### src/rtl/dma_fifo_pkg.sv
package dma_fifo_pkg;

  // Strobes the control side hands to the storage datapath each cycle.
  typedef struct packed {
    logic push;          // accepted push this cycle
    logic pop;           // accepted pop this cycle
    logic pushFromCard;  // push word taken from the card side
  } fifoStrobe_t;

endpackage

### src/rtl/dma_fifo_dp.sv
module dma_fifo_dp
  import dma_fifo_pkg::*;
#(
  parameter int DEPTH = 32,
  parameter int WIDTH = 16,
  localparam int PTR_W = $clog2(DEPTH),
  localparam int CNT_W = PTR_W + 1
) (
  input  logic              clk,
  input  logic              rstN,
  input  fifoStrobe_t       strb,
  input  logic [WIDTH-1:0]  cpuWrData,
  input  logic [WIDTH-1:0]  cardPushData,
  output logic [WIDTH-1:0]  headData,
  output logic [CNT_W-1:0]  level
);

  logic [WIDTH-1:0] mem [DEPTH];
  logic [PTR_W-1:0] startPtr;
  logic [CNT_W-1:0] lenCnt;
  logic [PTR_W-1:0] wrAddr;
  logic [PTR_W-1:0] startNext;
  logic [WIDTH-1:0] pushWord;

  // Write slot = (start + length) mod DEPTH; variant picked by depth shape.
  generate
    if ((1 << PTR_W) == DEPTH) begin : g_pow2Wrap
      assign wrAddr = startPtr + lenCnt[PTR_W-1:0];
    end else begin : g_modWrap
      logic [CNT_W:0] addrSum;
      assign addrSum = {2'b00, startPtr} + {1'b0, lenCnt};
      assign wrAddr  = (addrSum >= (CNT_W+1)'(DEPTH))
                     ? PTR_W'(addrSum - (CNT_W+1)'(DEPTH))
                     : PTR_W'(addrSum);
    end
  endgenerate

  assign startNext = (startPtr == PTR_W'(DEPTH - 1)) ? '0 : startPtr + 1'b1;
  assign pushWord  = strb.pushFromCard ? cardPushData : cpuWrData;

  always_ff @(posedge clk) begin
    if (strb.push) begin
      mem[wrAddr] <= pushWord;
    end
  end

  always_ff @(posedge clk) begin
    if (!rstN) begin
      startPtr <= '0;
      lenCnt   <= '0;
    end else begin
      if (strb.pop) begin
        startPtr <= startNext;
      end
      case ({strb.push, strb.pop})
        2'b10:   lenCnt <= lenCnt + 1'b1;
        2'b01:   lenCnt <= lenCnt - 1'b1;
        default: lenCnt <= lenCnt;
      endcase
    end
  end

  assign headData = mem[startPtr];
  assign level    = lenCnt;

  AST_NO_OVERFLOW: assert property (@(posedge clk) disable iff (!rstN)
    strb.push |-> (lenCnt < CNT_W'(DEPTH))) else $error("push into full storage");

  AST_NO_UNDERFLOW: assert property (@(posedge clk) disable iff (!rstN)
    strb.pop |-> (lenCnt != '0)) else $error("pop from empty storage");

  AST_PUSHPOP_LEVEL: assert property (@(posedge clk) disable iff (!rstN)
    (strb.push && strb.pop) |=> $stable(lenCnt)) else $error("level moved on push+pop");

  AST_EMPTY_HOLD: assert property (@(posedge clk) disable iff (!rstN)
    (lenCnt == '0 && !strb.push) |=> (lenCnt == '0 && $stable(startPtr))) else $error("empty storage moved");

endmodule

### src/rtl/dma_fifo_ctrl.sv
module dma_fifo_ctrl
  import dma_fifo_pkg::*;
#(
  parameter int DEPTH = 32,
  parameter int THR_W = 5,
  localparam int PTR_W = $clog2(DEPTH),
  localparam int CNT_W = PTR_W + 1
) (
  input  logic              clk,
  input  logic              rstN,
  input  logic              dirRx,
  input  logic              xferActive,
  input  logic              cpuWrEn,
  input  logic              cpuRdEn,
  input  logic              cardPushEn,
  input  logic              cardPopEn,
  input  logic              cfgWr,
  input  logic [THR_W-1:0]  cfgAfLevel,
  input  logic [THR_W-1:0]  cfgAeLevel,
  input  logic              cfgRxDmaEn,
  input  logic              cfgTxDmaEn,
  input  logic [CNT_W-1:0]  level,
  output fifoStrobe_t       strb,
  output logic              underrunPulse,
  output logic              rxDmaReq,
  output logic              txDmaReq,
  output logic              afFlag,
  output logic              aeFlag
);

  localparam logic [THR_W-1:0] AF_RESET = '1;
  localparam logic [THR_W-1:0] AE_RESET = '0;

  logic [THR_W-1:0] afLvl;
  logic [THR_W-1:0] aeLvl;
  logic             rxDmaOn;
  logic             txDmaOn;
  logic             producerPush;
  logic             consumerPop;
  logic             isFull;
  logic             isEmpty;
  logic             rxHit;
  logic             txHit;
  logic             idleEmpty;

  // Direction steering: receive = card produces, processor consumes.
  assign producerPush = dirRx ? cardPushEn : cpuWrEn;
  assign consumerPop  = dirRx ? cpuRdEn    : cardPopEn;
  assign isFull       = (level == CNT_W'(DEPTH));
  assign isEmpty      = (level == '0);

  always_comb begin
    strb              = '0;
    strb.push         = producerPush && !isFull;
    strb.pop          = consumerPop && !isEmpty;
    strb.pushFromCard = dirRx;
  end

  // Configuration registers.
  always_ff @(posedge clk) begin
    if (!rstN) begin
      afLvl   <= AF_RESET;
      aeLvl   <= AE_RESET;
      rxDmaOn <= 1'b0;
      txDmaOn <= 1'b0;
    end else if (cfgWr) begin
      afLvl   <= cfgAfLevel;
      aeLvl   <= cfgAeLevel;
      rxDmaOn <= cfgRxDmaEn;
      txDmaOn <= cfgTxDmaEn;
    end
  end

  // Underrun: processor read against empty storage in receive.
  always_ff @(posedge clk) begin
    if (!rstN) begin
      underrunPulse <= 1'b0;
    end else begin
      underrunPulse <= dirRx && cpuRdEn && isEmpty;
    end
  end

  // Threshold evaluation from registered level and configuration.
  assign rxHit     = dirRx  && (level > CNT_W'(afLvl));
  assign txHit     = !dirRx && (level < CNT_W'(aeLvl));
  assign idleEmpty = !xferActive && isEmpty;

  assign rxDmaReq = rxHit && rxDmaOn;
  assign txDmaReq = txHit && txDmaOn;
  assign afFlag   = rxHit && !rxDmaOn && !idleEmpty;
  assign aeFlag   = txHit && !txDmaOn && !idleEmpty;

  AST_IDLE_FLAGS: assert property (@(posedge clk) disable iff (!rstN)
    (!xferActive && level == '0) |-> (!afFlag && !aeFlag)) else $error("flag while idle and empty");

  AST_CFG_HOLD: assert property (@(posedge clk) disable iff (!rstN)
    !cfgWr |=> ($stable(afLvl) && $stable(aeLvl) && $stable(rxDmaOn) && $stable(txDmaOn)))
    else $error("configuration changed without load");

  AST_UNDERRUN_EMPTY: assert property (@(posedge clk) disable iff (!rstN)
    underrunPulse |-> ($past(level) == '0)) else $error("underrun with data held");

  AST_RX_IGNORES_CPU_WRITE: assert property (@(posedge clk) disable iff (!rstN)
    (dirRx && !cardPushEn) |=> $stable(level) || ($past(level) != '0 && $past(cpuRdEn)))
    else $error("level grew without card push in receive");

endmodule

### src/rtl/dma_fifo_buffer.sv
module dma_fifo_buffer
  import dma_fifo_pkg::*;
#(
  parameter int DEPTH = 32,
  parameter int WIDTH = 16,
  parameter int THR_W = 5
) (
  input  logic              clk,
  input  logic              rstN,
  input  logic              dirRx,
  input  logic              xferActive,
  input  logic              cpuWrEn,
  input  logic [WIDTH-1:0]  cpuWrData,
  input  logic              cpuRdEn,
  output logic [WIDTH-1:0]  cpuRdData,
  output logic              underrunPulse,
  input  logic              cardPushEn,
  input  logic [WIDTH-1:0]  cardPushData,
  input  logic              cardPopEn,
  output logic [WIDTH-1:0]  cardPopData,
  input  logic              cfgWr,
  input  logic [THR_W-1:0]  cfgAfLevel,
  input  logic [THR_W-1:0]  cfgAeLevel,
  input  logic              cfgRxDmaEn,
  input  logic              cfgTxDmaEn,
  output logic              rxDmaReq,
  output logic              txDmaReq,
  output logic              afFlag,
  output logic              aeFlag
);

  localparam int PTR_W = $clog2(DEPTH);
  localparam int CNT_W = PTR_W + 1;

  fifoStrobe_t      strb;
  logic [CNT_W-1:0] level;
  logic [WIDTH-1:0] headData;

  dma_fifo_ctrl #(.DEPTH(DEPTH), .THR_W(THR_W)) u_ctrl (
    .clk           (clk),
    .rstN          (rstN),
    .dirRx         (dirRx),
    .xferActive    (xferActive),
    .cpuWrEn       (cpuWrEn),
    .cpuRdEn       (cpuRdEn),
    .cardPushEn    (cardPushEn),
    .cardPopEn     (cardPopEn),
    .cfgWr         (cfgWr),
    .cfgAfLevel    (cfgAfLevel),
    .cfgAeLevel    (cfgAeLevel),
    .cfgRxDmaEn    (cfgRxDmaEn),
    .cfgTxDmaEn    (cfgTxDmaEn),
    .level         (level),
    .strb          (strb),
    .underrunPulse (underrunPulse),
    .rxDmaReq      (rxDmaReq),
    .txDmaReq      (txDmaReq),
    .afFlag        (afFlag),
    .aeFlag        (aeFlag)
  );

  dma_fifo_dp #(.DEPTH(DEPTH), .WIDTH(WIDTH)) u_dp (
    .clk          (clk),
    .rstN         (rstN),
    .strb         (strb),
    .cpuWrData    (cpuWrData),
    .cardPushData (cardPushData),
    .headData     (headData),
    .level        (level)
  );

  assign cpuRdData   = headData;
  assign cardPopData = headData;

endmodule

### config.mk
export PLATFORM = sky130hd
export DESIGN_NAME = dma_fifo_buffer
export DESIGN_NICKNAME = d
export VERILOG_FILES = /design/src/rtl/dma_fifo_pkg.sv /design/src/rtl/dma_fifo_dp.sv /design/src/rtl/dma_fifo_ctrl.sv /design/src/rtl/dma_fifo_buffer.sv
export SDC_FILE = /design/constraint.sdc
export NUM_CORES = 1
export LEC_CHECK = 0
export BUFFER_PORTS_ARGS = -buffer_cell sky130_fd_sc_hd__buf_2
export CORE_ASPECT_RATIO = 0.9
export CORE_UTILIZATION = 50
export DETAILED_ROUTE_END_ITERATION = 10
export PLACE_DENSITY = 0.67
export SYNTH_ARGS = -nofsm -noshare
export SYNTH_HDL_FRONTEND = slang
export SYNTH_HIERARCHICAL = 1
export SYNTH_SLANG_ARGS = --single-unit
### constraint.sdc
create_clock -name clk -period 4.75 [get_ports clk]
set_input_delay 0.475 -clock clk [delete_from_list [all_inputs] [get_ports clk]]
set_output_delay 0.475 -clock clk [all_outputs]
set_load 0.1 [all_outputs]
# Word-level counts from Yosys, hierarchy flattened
# Memories as Yosys holds them, arrays and structs flattened. A register that Yosys moved wholly into a read port is not among the register bits.
# Cells that the tools add are included.
# totals
register_bits	24
mem_count	1
rom_bits	0
elab_cells	49
latchBits	0
in_bits	53
output_inout_bits	37
ramBits	512
# classes
n_lt_le_gt_ge	2
shift	0
n_bitwise	0
reduce_logical	22
n_mul	0
n_div	0
add_sub_neg	4
n_mux	9
eq_ne	4
# memory_table
memory	words	word_bits	read_ports	rd_ports_with_merged_regs	wr	line_no	source
u_dp.mem	32	16	1	1	1	dma_fifo_dp.sv:18	logic [WIDTH-1:0] mem [DEPTH];
# op_table
op	count
16-bit 2-to-1 mux	1
5-bit 2-to-1 mux	3
1-bit logical AND	13
6-bit case mux with 2 select lines	1
1-bit logical NOT	7
6-bit by 1-bit adder with 6-bit output, second input constant	1
6-bit equality test, second input constant	1
6-bit by 5-bit > comparator with 1-bit output	1
6-bit logical NOT	1
6-bit by 5-bit less-than comparator with 1-bit output	1
6-bit by 1-bit subtractor with 6-bit output, second input constant	1
5-bit by 1-bit adder with 5-bit output, second input constant	1
5-bit adder	1
5-bit equality test, second input constant	1
1-bit 2-to-1 mux	4
2-bit by 1-bit equality test with 1-bit output, second input constant	1
2-bit equality test, second input constant	1
2-bit nonzero test	1

# Longest topological paths before layout
# logic_depth
word_depth	5
depth_mapped	11
depth_no_buf	11

# Modules after synthesis
# Netlist, hierarchy kept.
# modules_own_cells
module	area_per_inst_um2	seq_area_each_um2	n_inst	cells_each
dma_fifo_dp	20843.7	15695.1	1	1075
dma_fifo_ctrl	789.5	260.2	1	88
dma_fifo_buffer	120.1	0.0	1	16

# Worst setup path before layout
# OpenSTA, ideal clock, no wires.
# synth_path
kind	reg2out
startpoint	reg u_dp.lenCnt[4], in the netlist u_dp/level[4]
endpoint	out aeFlag
required_time_ns	4.275
path_stages_with_launch	5
t_arrival_ns	3.269
n_path_buf	0
path_slack_ns	1.006
cell_sequence	dfxtp_1 -> ha_1 -> a2111oi_0 -> o21ai_0 -> nor3_1
# synth_via
elab_chain_cells	4
word_cells_on_any_way	7
cone_classes	order compare: 1; reduce/logical: 6
# synth_rtl
item	line_no	source
start, declared	dma_fifo_dp.sv:20	logic [CNT_W-1:0] lenCnt;
start signal, assigned	dma_fifo_dp.sv:56	2'b10: lenCnt <= lenCnt + 1'b1;
start signal, assigned	dma_fifo_dp.sv:57	2'b01: lenCnt <= lenCnt - 1'b1;
start signal, assigned	dma_fifo_dp.sv:58	default: lenCnt <= lenCnt;
6-bit by 5-bit less-than comparator with 1-bit output or 6-bit logical NOT (tied branches)	dma_fifo_ctrl.sv:85, dma_fifo_ctrl.sv:50	
1-bit logical AND (on tied branches)	dma_fifo_ctrl.sv:85, dma_fifo_ctrl.sv:86	
1-bit logical AND or 1-bit logical NOT (tied branches)	dma_fifo_ctrl.sv:91	assign aeFlag = txHit && !txDmaOn && !idleEmpty;
1-bit logical AND *	dma_fifo_ctrl.sv:91	
end, declared	dma_fifo_buffer.sv:29	output logic aeFlag
# Mark *: on every way between the ends. The rest lies on a longest branch, timed or not.

==> out/results.ini <==
[drt]
post-route-drc-count=0
route.antenna.remaining_nets=0
vias_per_cell=6.04
vias=11400
avgRoutedWirePerCell_um=25.2
drt_pre_antenna_iters=5
drt_iter0_markers=1268
route.final.wire_length_um=47500

[logic_synthesis]
synth_warnings=6
synth_nets=1254
ys_types=55
syn_area_um2=21800
synthesis.area_per_instance_um2=18.5
post_synthesis_cells=1179
ys_seq_area_share_pct=73.3
ys_dominant_reg_cell=edfxtp_1
synth_enable_flop_cells=512
yosys_register_bits=541
postSynth.asyncResetShare_pct=0

[power_and_ir_drop]
ir_drop_mv=0.886
power.share.combinational_pct=28.4
switching_share_pct=35.8
switching_power_mw=4.84
p_per_area_nw_per_um2=550
clockPowerShare_pct=28.7
p_int_mw=8.67
power.static_leakage_nw=7.80
sequentialPowerShare_pct=42.8

[worst_hold_path]
min-delay-path-class=input port to register
hold_path.startpoint=cfgAfLevel[0]
min_to=u_ctrl/afLvl[0]
hold_path_depth=3

[setup_path]
worstPathMaxFanout=43
sort_of_element_at_the_end_of_the_critical_path=output port
kind_of_launch_point_of_the_worst_setup_path=register
critPathRequiredTime_ns=4.28
worstRegToRegCells=7
setup.reg_to_reg.worst_slack_ns=1.60
critical_path_arrival_ns=3.45
reg2reg_from=u_dp/level[0]
worst-setup-path-type=register to output port
r2r-end=u_dp/mem[6][4]

[global_routing]
grt_overflow_total=0
grt_pass1_wl_um=70800
grt_start_max_net_pins=63
antenna_found_initial=0
grt_use_total_pct=21.7
grt_pass1_vias=11200

[sta]
min_period_over_period_pct=82.6
setup_viol=0
timing.max_slew.rel_slack_pct=18.9
setup_tns_ns=0
tightest_slew_ns=1.21
finalClockSkew_ns=0.0144
grt_setup_unrepaired=false
final_period_minus_worst_setup_slack_ns=3.92
final-max-slew-violation-count=0
report.final.hold_viol_count=0
fmax_mhz=255

[floorplan]
initial_core_util_pct=50.6
row_count=72
die_area_um2=44300
floorplan.die.height_um=200
number_of_top_level_pins=90
design.core.area_um2=43000
die_w_um=222

[clock_tree]
cts_resized=0
tritoncts=done
clkSinkCount=541
clock_network_latency_to_the_later_pin_of_the_worst_skew_pair_ns=0.59
cts.path.max_buffers=3
clock_tree.htree_level_count=2
cts-buffers-inserted=53
postCtsHoldBufs=0
post-cts-setup-buffer-count=0
clock_tree.root_cell=clkbuf_16
worst_setup_hold_path_clk_slew_ns=0.06

[layout]
commonest_non_fill_non_tap_cell_in_the_layout=edfxtp_1
antenna_cells_inserted=0
layout.nets=1362
post-route-cell-area_um2=24600
area.growth.synth_to_final_pct=12.9
finalNonFillerCells=1883
most-common-layout-cells=edfxtp_1 (512), mux2i_1 (140), a22oi_1 (95), buf_2 (89), mux4_2 (64)
drive_above_1_share_pct=25.3

[place]
placed_cells_incl_taps=1787
detailed_place.area_um2=23000
port_buffers=89
gp_congestion=0.830
detailedPlacementHpwl_um=27800

[job]
maxCapViolations=0

[run_status]
run_status=finished clean

==> power by group through the flow <==
stage	clock (mW)	combinational [mW]	sequential, mW
final	3.88	3.84	5.78
after global routing	4.13	4.04	5.82
after CTS	3.94	3.85	5.79
after detailed placement	0	3.84	5.89
after global placement	0	3.79	5.88
after floorplan	0	3.16	5.83
==> synthesized netlist by cell type, types with 2 or more instances <==
cell type | number | area [um2]
nor3_1 | 37 | 185
mux2i_1 | 140 | 1400
nand2b_1 | 4 | 25.0
mux2_2 | 17 | 191
and2_1 | 2 | 12.5
dfxtp_1 | 29 | 581
nand2_1 | 12 | 45.0
o211ai_1 | 4 | 30.0
and3_1 | 3 | 18.8
o21a_1 | 3 | 22.5
mux4_2 | 64 | 1440
nand3b_1 | 2 | 15.0
buf_4 | 20 | 150
a21oi_1 | 4 | 20.0
a211oi_1 | 2 | 15.0
buf_12 | 3 | 60.1
nor3b_2 | 2 | 25.0
edfxtp_1 | 512 | 15400
inv_1 | 15 | 56.3
nand3_1 | 37 | 185
nor4b_1 | 2 | 17.5
clkbuf_1 | 14 | 52.6
buf_1 | 2 | 7.51
nand4_1 | 18 | 113
a31oi_1 | 4 | 25.0
o21ai_0 | 5 | 25.0
a22oi_1 | 95 | 713
a22oi_2 | 2 | 25.0
nor2_1 | 22 | 82.6
fa_1 | 2 | 40.0
xor2_1 | 3 | 26.3
xnor2_1 | 3 | 26.3
ha_1 | 20 | 250
a21o_1 | 4 | 30.0
nor2b_1 | 13 | 81.3
buf_2 | 38 | 190
buf_6 | 2 | 22.5
==> cell type report <==
cell class              instances  area [um2]
clock buffers                  69        1410
clock inverters                27         181
fillers                      3188       18400
inverters                      16        60.1
multi-input cells             542        5440
flip-flops and latches        541       16000
well taps                     555         694
repair buffers                133         813
==> routing by layer <==
metal | global-route usage (%) | part of all wire [%] | vias to the layer above
met4 | 6.22 | 2.2 | 0
li1 | - | - | 4997
met5 | 0 | 0 | -
met3 | 4.16 | 7.7 | 69
met1 | 31.4 | 44 | 5886
met2 | 33.9 | 46 | 420
==> logic make-up after synthesis <==
group | Yosys count | synth area share [%]
mux | 221 | 13.9
fa+ha+maj | 22 | 1.33
simple gates | 159 | 3.91
compound gates | 132 | 4.56
flops | 541 | 73.3
xor+xnor | 8 | 0.391
buf+inv | 96 | 2.52
==> registers in the layout, summed over array words and instances (netlist names), named ones only <==
signal / flops
u_ctrl/aeLvl: 5
u_ctrl/rxDmaOn: 1
u_dp/level: 6
u_dp/startPtr: 5
u_dp/mem: 512
u_ctrl/afLvl: 5
u_ctrl/underrunPulse: 1
u_ctrl/txDmaOn: 1
==> worst max path at each step <==
stage	to	slack (ns)	depth (start not counted)
after floorplan	aeFlag	1.01	4
after global placement	cpuRdData[3]	1.49	5
after detailed placement	cpuRdData[3]	1.43	5
after CTS	cpuRdData[3]	0.81	5
after global routing	cpuRdData[3]	0.69	5
final	cpuRdData[3]	0.83	5
==> metrics by stage <==
| stage | hold slack (ns) | power [mW] | setup WS (ns) | utilization (%) |
|---|---|---|---|---|
| 2_1_floorplan | 0.446 | 8.99 | 1.01 | - |
| 3_3_place_gp | 0.464 | 9.67 | 1.49 | 53.5 |
| 3_5_place_dp | 0.477 | 9.73 | 1.43 | 53.5 |
| 4_1_cts | 0.0843 | 13.6 | 0.807 | 57.1 |
| 5_1_grt | 0.108 | 14.0 | 0.686 | 57.1 |
| 6_report | 0.103 | 13.5 | 0.829 | 57.1 |
==> critical path, cell delays in order, from the launching register on <==
cell	delay [ns]
dfxtp_4	0.67
buf_12	0.38
mux4_2	0.55
a22oi_1	0.47
nand4_1	0.32
buf_2	0.39
Power figures use the tool's default switching activity.
